`src/rtl/uft_pkg.sv`:
```
package uft_pkg;

  localparam int CHAR_W = 8;
  localparam int LC_W   = 7;

  // line-control field positions (decoded by the serialiser and the top)
  localparam int LC_LEN   = 0;
  localparam int LC_STOP  = 2;
  localparam int LC_PEN   = 3;
  localparam int LC_EVEN  = 4;
  localparam int LC_STICK = 5;
  localparam int LC_BRK   = 6;

  typedef enum logic [2:0] {
    PH_IDLE, PH_START, PH_DATA, PH_PARITY, PH_STOP
  } phase_t;

  typedef struct packed {
    logic [2:0] last_idx;   // index of last data bit
    logic       par_en;
    logic       par_bit;
    logic       long_stop;  // two stop bits (or 1.5 at 5 bits)
    logic       half_stop;  // long stop is 1.5 bits
  } frame_fmt_t;

  function automatic frame_fmt_t decode_fmt(input logic [5:0] lc,
                                            input logic [CHAR_W-1:0] d);
    frame_fmt_t f;
    logic [CHAR_W-1:0] masked;
    f.last_idx = 3'd4 + {1'b0, lc[LC_LEN +: 2]};
    for (int i = 0; i < CHAR_W; i++)
      masked[i] = (3'(i) <= f.last_idx) ? d[i] : 1'b0;
    f.par_en = lc[LC_PEN];
    if (lc[LC_STICK])
      f.par_bit = ~lc[LC_EVEN];
    else
      f.par_bit = lc[LC_EVEN] ? (^masked) : ~(^masked);
    f.long_stop = lc[LC_STOP];
    f.half_stop = (lc[LC_LEN +: 2] == 2'b00);
    return f;
  endfunction

endpackage

```
`src/rtl/uft_baud_div.sv`:
```
module uft_baud_div #(
  parameter int DIV_W = 16
) (
  input  logic             clk,
  input  logic             rst_n,
  input  logic [DIV_W-1:0] divisor,
  output logic             tick
);
  logic [DIV_W-1:0] cnt;
  logic             wrap;

  assign wrap = (cnt >= divisor - 1'b1);
  assign tick = (divisor != '0) && wrap;

  always_ff @(posedge clk or negedge rst_n) begin
    if (!rst_n)                cnt <= '0;
    else if (divisor == '0)    cnt <= '0;
    else if (wrap)             cnt <= '0;
    else                       cnt <= cnt + 1'b1;
  end
endmodule

```
`src/rtl/uft_hold.sv`:
```
module uft_hold
  import uft_pkg::*;
(
  input  logic              clk,
  input  logic              rst_n,
  input  logic              in_valid,
  input  logic [CHAR_W-1:0] in_data,
  output logic              in_ready,
  input  logic              take,
  output logic              full,
  output logic [CHAR_W-1:0] data
);
  assign in_ready = ~full;

  always_ff @(posedge clk or negedge rst_n) begin
    if (!rst_n) begin
      full <= 1'b0;
      data <= '0;
    end else if (in_valid && in_ready) begin
      full <= 1'b1;
      data <= in_data;
    end else if (take) begin
      full <= 1'b0;
    end
  end
endmodule

```
`src/rtl/uft_shifter.sv`:
```
module uft_shifter
  import uft_pkg::*;
#(
  parameter int OVERSAMPLE = 16
) (
  input  logic              clk,
  input  logic              rst_n,
  input  logic              tick,
  input  logic [5:0]        fmt_ctl,
  input  logic              hold_full,
  input  logic [CHAR_W-1:0] hold_data,
  output logic              take,
  output logic              line_bit,
  output logic              busy
);
  localparam int TCW = $clog2(2 * OVERSAMPLE);
  localparam logic [TCW-1:0] LAST_BIT  = TCW'(OVERSAMPLE - 1);
  localparam logic [TCW-1:0] LAST_1P5  = TCW'(OVERSAMPLE + OVERSAMPLE / 2 - 1);
  localparam logic [TCW-1:0] LAST_TWO  = TCW'(2 * OVERSAMPLE - 1);

  phase_t            phase;
  frame_fmt_t        fmt;
  logic [TCW-1:0]    tcnt;
  logic [TCW-1:0]    last_cnt;
  logic [2:0]        idx;
  logic [CHAR_W-1:0] shreg;
  logic              bit_end;

  always_comb begin
    last_cnt = LAST_BIT;
    if (phase == PH_STOP && fmt.long_stop)
      last_cnt = fmt.half_stop ? LAST_1P5 : LAST_TWO;
  end

  assign bit_end = tick && (phase != PH_IDLE) && (tcnt == last_cnt);
  assign take    = hold_full && ((phase == PH_IDLE) || (phase == PH_STOP && bit_end));
  assign busy    = (phase != PH_IDLE);

  always_comb begin
    unique case (phase)
      PH_START:  line_bit = 1'b0;
      PH_DATA:   line_bit = shreg[0];
      PH_PARITY: line_bit = fmt.par_bit;
      default:   line_bit = 1'b1;
    endcase
  end

  always_ff @(posedge clk or negedge rst_n) begin
    if (!rst_n) begin
      phase <= PH_IDLE;
      fmt   <= '0;
      tcnt  <= '0;
      idx   <= '0;
      shreg <= '0;
    end else if (take) begin
      phase <= PH_START;
      fmt   <= decode_fmt(fmt_ctl, hold_data);
      tcnt  <= '0;
      idx   <= '0;
      shreg <= hold_data;
    end else if (tick && phase != PH_IDLE) begin
      if (bit_end) begin
        tcnt <= '0;
        unique case (phase)
          PH_START: phase <= PH_DATA;
          PH_DATA: begin
            shreg <= shreg >> 1;
            if (idx == fmt.last_idx)
              phase <= fmt.par_en ? PH_PARITY : PH_STOP;
            else
              idx <= idx + 1'b1;
          end
          PH_PARITY: phase <= PH_STOP;
          default:   phase <= PH_IDLE;
        endcase
      end else begin
        tcnt <= tcnt + 1'b1;
      end
    end
  end
endmodule

```
`src/rtl/uart_frame_tx.sv`:
```
module uart_frame_tx
  import uft_pkg::*;
#(
  parameter int DIV_W      = 16,
  parameter int OVERSAMPLE = 16
) (
  input  logic              clk,
  input  logic              rst_n,
  input  logic [DIV_W-1:0]  divisor,
  input  logic [LC_W-1:0]   line_ctl,
  input  logic              in_valid,
  input  logic [CHAR_W-1:0] in_data,
  output logic              in_ready,
  output logic              txd,
  output logic              tick_16x,
  output logic              hold_empty,
  output logic              shift_empty
);
  logic              hold_full;
  logic [CHAR_W-1:0] hold_data;
  logic              take;
  logic              line_bit;
  logic              busy;

  uft_baud_div #(.DIV_W(DIV_W)) u_div (
    .clk(clk), .rst_n(rst_n), .divisor(divisor), .tick(tick_16x)
  );

  uft_hold u_hold (
    .clk(clk), .rst_n(rst_n), .in_valid(in_valid), .in_data(in_data),
    .in_ready(in_ready), .take(take), .full(hold_full), .data(hold_data)
  );

  uft_shifter #(.OVERSAMPLE(OVERSAMPLE)) u_shift (
    .clk(clk), .rst_n(rst_n), .tick(tick_16x), .fmt_ctl(line_ctl[5:0]),
    .hold_full(hold_full), .hold_data(hold_data), .take(take),
    .line_bit(line_bit), .busy(busy)
  );

  assign txd         = line_ctl[LC_BRK] ? 1'b0 : line_bit;
  assign hold_empty  = ~hold_full;
  assign shift_empty = ~busy & ~hold_full;
endmodule

```
`config.mk`:
```
export PLATFORM = sky130hd
export DESIGN_NAME = uart_frame_tx
export DESIGN_NICKNAME = d
export VERILOG_FILES = /design/src/rtl/uft_pkg.sv /design/src/rtl/uft_baud_div.sv /design/src/rtl/uft_hold.sv /design/src/rtl/uft_shifter.sv /design/src/rtl/uart_frame_tx.sv
export SDC_FILE = /design/constraint.sdc
export NUM_CORES = 1
export LEC_CHECK = 0
export CAP_MARGIN = 20
export CELL_PAD_IN_SITES_DETAIL_PLACEMENT = 2
export CELL_PAD_IN_SITES_GLOBAL_PLACEMENT = 2
export CORE_ASPECT_RATIO = 0.75
export CORE_MARGIN = 2
export CORE_UTILIZATION = 40
export CTS_CLUSTER_SIZE = 25
export DETAILED_ROUTE_END_ITERATION = 16
export DONT_BUFFER_PORTS = 1
export GPL_ROUTABILITY_DRIVEN = 0
export PLACE_DENSITY_LB_ADDON = 0.2
export SYNTH_ARGS = -nofsm -noshare
export SYNTH_HDL_FRONTEND = slang
export SYNTH_SLANG_ARGS = --single-unit
```
`constraint.sdc`:
```
create_clock -name clk -period 4.19 [get_ports clk]
set_input_delay 0.419 -clock clk [delete_from_list [all_inputs] [get_ports clk]]
set_output_delay 0.419 -clock clk [all_outputs]
set_load 0.005 [all_outputs]
```
# == After elaboration in Yosys (flattened, before gate mapping) ==
# Cells that the tools add are included.
# Widths: inputs -> output; s select.
# totals
regBits,51
input_bits,34
elab_cells,96
# classes
addsub,5
n_lt_le_gt_ge,9
n_eq_ne,8
muxes,36
bitwise,5
reduce_logical,21
# op_table
cell,count
$mux 16,2
$mux 8,4
$mux 3,10
$mux 5,4
$add 16x1->16 const B,1
$ge 16x16->1,1
$logic_not 16->1,1
$reduce_bool 16->1,1
$sub 16x1->16 const B,1
$mux 1,13
$le 3x3->1 const A,4
$pmux 3 s3,1
$reduce_bool 2->1,4
$reduce_xor 8->1,1
$logic_and 1x1->1,7
$eq 3x2->1 const B,2
$le 1x3->1 const A,2
$le 2x3->1 const A,2
$reduce_and 3->1,2
$add 5x1->5 const B,1
$eq 5x5->1,1
$mux 4,1
$not 1->1,4
$reduce_and 4->1,1
13 further kinds,13

# == Logic depth before layout (Yosys ltp) ==
# logic_depth
ltp_word,10
mapped_depth,14
mapped_depth_nobuf,13

# == Modules after synthesis ==
# From an unflattened synthesis, not the netlist that was laid out.
# hier_totals
hier_cells,323
hier_area_um2,3342.0
# modules_own_cells
module,n_inst,cells_per_inst,area_per_inst_um2,seq_area_each_um2
uft_shifter,1,144,1557.7,650.6
uft_baud_div,1,155,1388.8,400.4
uft_hold,1,21,374.1,225.2
uart_frame_tx,1,3,21.3,0.0

# == Worst setup path before layout ==
# No wires, ideal clock.
# synth_path
path_type,input port to flip-flop
from,in divisor[7]
to,reg u_shift.shreg[0]
arrival_ns,3.877
required_time_ns,4.119
slack_ns,0.242
path_stages,14
cell_sequence,or4_4 -> or4_1 -> nor4_1 -> nor3b_1 -> xnor2_1 -> ha_1 -> a21oi_1 -> o21ai_0 -> a21oi_1 -> and3_1 -> buf_2 -> nor3_1 -> or4b_2 -> nand3_1
# synth_between
elab_chain_cells,10
# synth_rtl
item,line,text
from (decl),uart_frame_tx.sv:9,"input logic [DIV_W-1:0] divisor,"
$sub 16x1->16,uft_baud_div.sv:12,assign wrap = (cnt >= divisor - 1'b1);
$ge 16x16->1,uft_baud_div.sv:12,
$logic_and 1x1->1 *,uft_baud_div.sv:13,assign tick = (divisor != '0) && wrap;
$logic_and 1x1->1 *,"uft_shifter.sv:35, uft_shifter.sv:61",
$logic_and 1x1->1,uft_shifter.sv:35,assign bit_end = tick && (phase != PH_IDLE) && (tcnt == last_cnt);
$logic_and 1x1->1,uft_shifter.sv:36,assign take = hold_full && ((phase == PH_IDLE) || (phase == PH_STOP && bit_end));
$logic_or 1x1->1,uft_shifter.sv:36,
$logic_and 1x1->1,uft_shifter.sv:36,
$reduce_bool 2->1 (no source line),--,
$reduce_and 3->1 (no source line),--,
to (signal assigned),uft_shifter.sv:60,shreg <= hold_data;
to (signal assigned),uft_shifter.sv:67,shreg <= shreg >> 1;
to (decl),uft_shifter.sv:26,logic [CHAR_W-1:0] shreg;
# Mark *: on every way between the ends. The rest lies on a longest branch, timed or not.
# A chain may end at the register's enable or synchronous reset.

# == Worst setup path after layout ==
# layout_path
from,in divisor[7]
to,out tick_16x
# layout_between
elab_chain_cells,3
# layout_rtl
item,line,text
$sub 16x1->16,uft_baud_div.sv:12,
$ge 16x16->1,uft_baud_div.sv:12,
$logic_and 1x1->1 *,uft_baud_div.sv:13,
to (decl),uart_frame_tx.sv:15,"output logic tick_16x,"
# Marked as above.

==> results_dict.tcl <==
set metrics [dict create \
    ys_types 49 \
    setup_viol 0 \
    relSlewSlack 0.5198 \
    min_to "u_hold.full" \
    die-area_um2 8917 \
    clk_pin_slew_worst_paths_ps 100 \
    fin_crit_sh 0.9266 \
    path_cells "or4_4 > or4_1 > nor4_1 > nor3b_2 > xnor2_1 > ha_1 > nand4_1 > nor3_2 > a21oi_1 > and3_2 > buf_4 > nor2_1" \
    hold_viol 0 \
    antenna_cells 0 \
    synth_warnings 0 \
    syn_to_final_growth_pct 9.112 \
    cts.sinks 51 \
    crit_arrival_ps 3460 \
    hold_path.class "input port to flip-flop" \
    grt.overflow.total 0 \
    synth_fp_nets 385 \
    fin_util 0.4504 \
    timing.rr.end "u_shift.shreg[0]" \
    cpPeakStageDelay_ps 530 \
    layout.nets 396 \
    timing.fmax_ghz 0.2576 \
    layout_common_cells "51 x dfrtp_1, 40 x nor2_1, 28 x xnor2_1" \
    antenna_found_initial 0 \
    grt_start_max_net_pins 52 \
    crit_required_ps 3770 \
    start_kind "input port" \
    multiInputGateArea_um2 1942 \
    floorplan.core_area_um2 7918 \
    synth-main-ff-cell "dfrtp_1" \
    cts-root-buf "clkbuf_8" \
    p_int_mw 1.136 \
    p_seq_frac 0.467 \
    preCtsSetupSlack_ps -128.2 \
    rsz0062_at_grt "no" \
    ant_nets 0 \
    synth_edf_count 0 \
    r2r_slack_ps 1040 \
    ys_ff_latch 51 \
    p_sw_frac 0.3675 \
    dpl.hpwl_um 6844 \
    cp_slowest_cell "or4_4" \
    vias 2495 \
    p_per_area_nw_per_um2 503.9 \
    grt_pass1_vias 2745 \
    cts_buffers 5 \
    leakage_nw 1.515 \
    die_height_um 82.28 \
    p_sw_mw 0.6604 \
    skew_ps 12.53 \
    grt_use_total 0.2142 \
    seqCellArea_um2 1276 \
    ir_drop_v 0.0003299 \
    nFillCells 860 \
    wire_per_inst_um 19.61 \
    finalWorstSetupSlack_ps 307.7 \
    routed_via_density 5.582 \
    drcViolationCount 0 \
    drt-total-wl_um 8766 \
    period_minus_slack_ps 3882 \
    worstHoldStart "in_valid" \
    power_frac_comb 0.372 \
    finalMaxSlewViolations 0 \
    critPathCaptureType "primary output" \
    drtIter0Drc 76 \
    initial_core_util 0.4128 \
    yosysSeqAreaShare 0.3905 \
    cts_buffer_depth 2 \
    rows 28 \
    worst_slew_pin_slew_ps 702.1 \
    drive_gt1_frac 0.1608 \
    outcome "finished, final reports clean" \
    p_clk_frac 0.160 \
    synth_area_per_cell_um2 9.903 \
    layout_commonest_cell "dfrtp_1" \
    grt_pass1_wl_um 14520 \
    r2r_cells 9 \
    ios 39 \
    port_buffers 0 \
    tritoncts "done" \
    async_reset_ff_frac 1.000 \
    hold_depth 1 \
    total_power_mw 1.797 \
    cp_max_fo 9 \
    maxCapViolations 0 \
    clock_latency_ps 310 \
    netlist_area_um2 3268 \
    cts.htree.levels 2 \
    worstReg2RegStart "u_div.cnt[0]" \
    die_w_um 108.4 \
    drt_pre_antenna_iters 4 \
    synthCells 330 \
    critPathKind "input port to primary output" \
]
-- stage by stage --
step                      setup TNS (ps)  hold WS [ps]  instance area, µm²  cells
final                                  0         217.2                3566    447
after global routing                   0         207.5                3566    447
after detailed placement          -211.8         124.5                3432    437
after CTS                              0         217.0                3555    447
after global placement                 0         124.5                3432    437
after floorplan                        0         123.4                3268    330
-- worst max-delay path by stage --
stage,start,to,depth (start not counted)
after floorplan,divisor[7],u_shift.shreg[0],14
after global placement,divisor[7],u_shift.shreg[5],13
after detailed placement,divisor[7],u_shift.shreg[0],13
after CTS,divisor[7],tick_16x,12
after global routing,divisor[7],tick_16x,12
final,divisor[7],tick_16x,12
-- state kept, by name, summed over array words and instances (netlist names) --
| signal | count |
|---|---|
| u_div.cnt | 16 |
| u_hold.data | 8 |
| u_shift.shreg | 8 |
| u_shift.fmt | 7 |
| u_shift.tcnt | 5 |
| u_shift.idx | 3 |
| u_shift.phase | 3 |
| u_hold.full | 1 |
-- final cells by class --
type	instances	share of cell area
multi-input combinational	266	0.5446
sequential	51	0.3579
tap	105	0.03684
timing repair buffer	12	0.03158
clock buffer	6	0.02035
inverter	5	0.005263
clock inverter	2	0.003509
-- per-layer routing --
metal,part of all wire,up-vias,global-route usage
li1,-,1196,-
met1,0.51,1260,0.2983
met2,0.45,28,0.3516
met3,0.027,11,0.03925
met4,0.011,0,0.04487
met5,0,-,0
-- cells by family after synthesis --
group | synth area share
buffers and inverters | 0.01876
muxes | 0.09418
adders and majority gates | 0.08040
and+or+nand+nor | 0.2309
AOI/OAI and AO/OA | 0.07810
xor gates and xnor gates | 0.1072
DFF | 0.3905
-- power by group through the flow --
stage          registers, mW  logic [mW]  clock network, mW
5_1_grt                0.867       0.756              0.316
4_1_cts                0.839       0.683              0.294
3_5_place_dp           0.848       0.662                  0
6_report               0.839       0.669              0.288
2_1_floorplan          0.779       0.529                  0
3_3_place_gp           0.836       0.610                  0
-- worst max-delay path, delay by kind of cell --
family,cells,cell delay [ps]
and+or+nand+nor,8,2360
adders and majority gates,1,310
buffers and inverters,1,170
AOI/OAI and AO/OA,1,110
xor gates and xnor gates,1,90
-- synth_stat cells (3+ instances only) --
cell type / count / area [µm²]
a21oi_1: 15 / 75.07
xor2_1: 12 / 105.1
nor2b_1: 4 / 25.02
nand4_1: 4 / 25.02
nor4_1: 8 / 50.05
mux2_4: 8 / 120.1
nand3_1: 21 / 105.1
nand2b_1: 3 / 18.77
nor2_1: 40 / 150.1
xnor2_1: 28 / 245.2
and3_1: 8 / 50.05
nor3_1: 13 / 65.06
or3_1: 3 / 18.77
mux2_2: 14 / 157.7
inv_1: 5 / 18.77
ha_1: 21 / 262.8
mux2i_1: 3 / 30.03
dfrtp_1: 51 / 1276
nand2_1: 23 / 86.33
clkbuf_1: 4 / 15.01
o21ai_0: 7 / 35.03
-- what timing repair did --
item                                   in CTS  in global routing
setup endpoints to repair                   0                  3
endpoints found under the hold margin      51                  0
resized for setup                           0                  3
hold buffers                                2                  0
setup buffers                               0                  0
No activity file was read; power rests on OpenSTA's default activity.
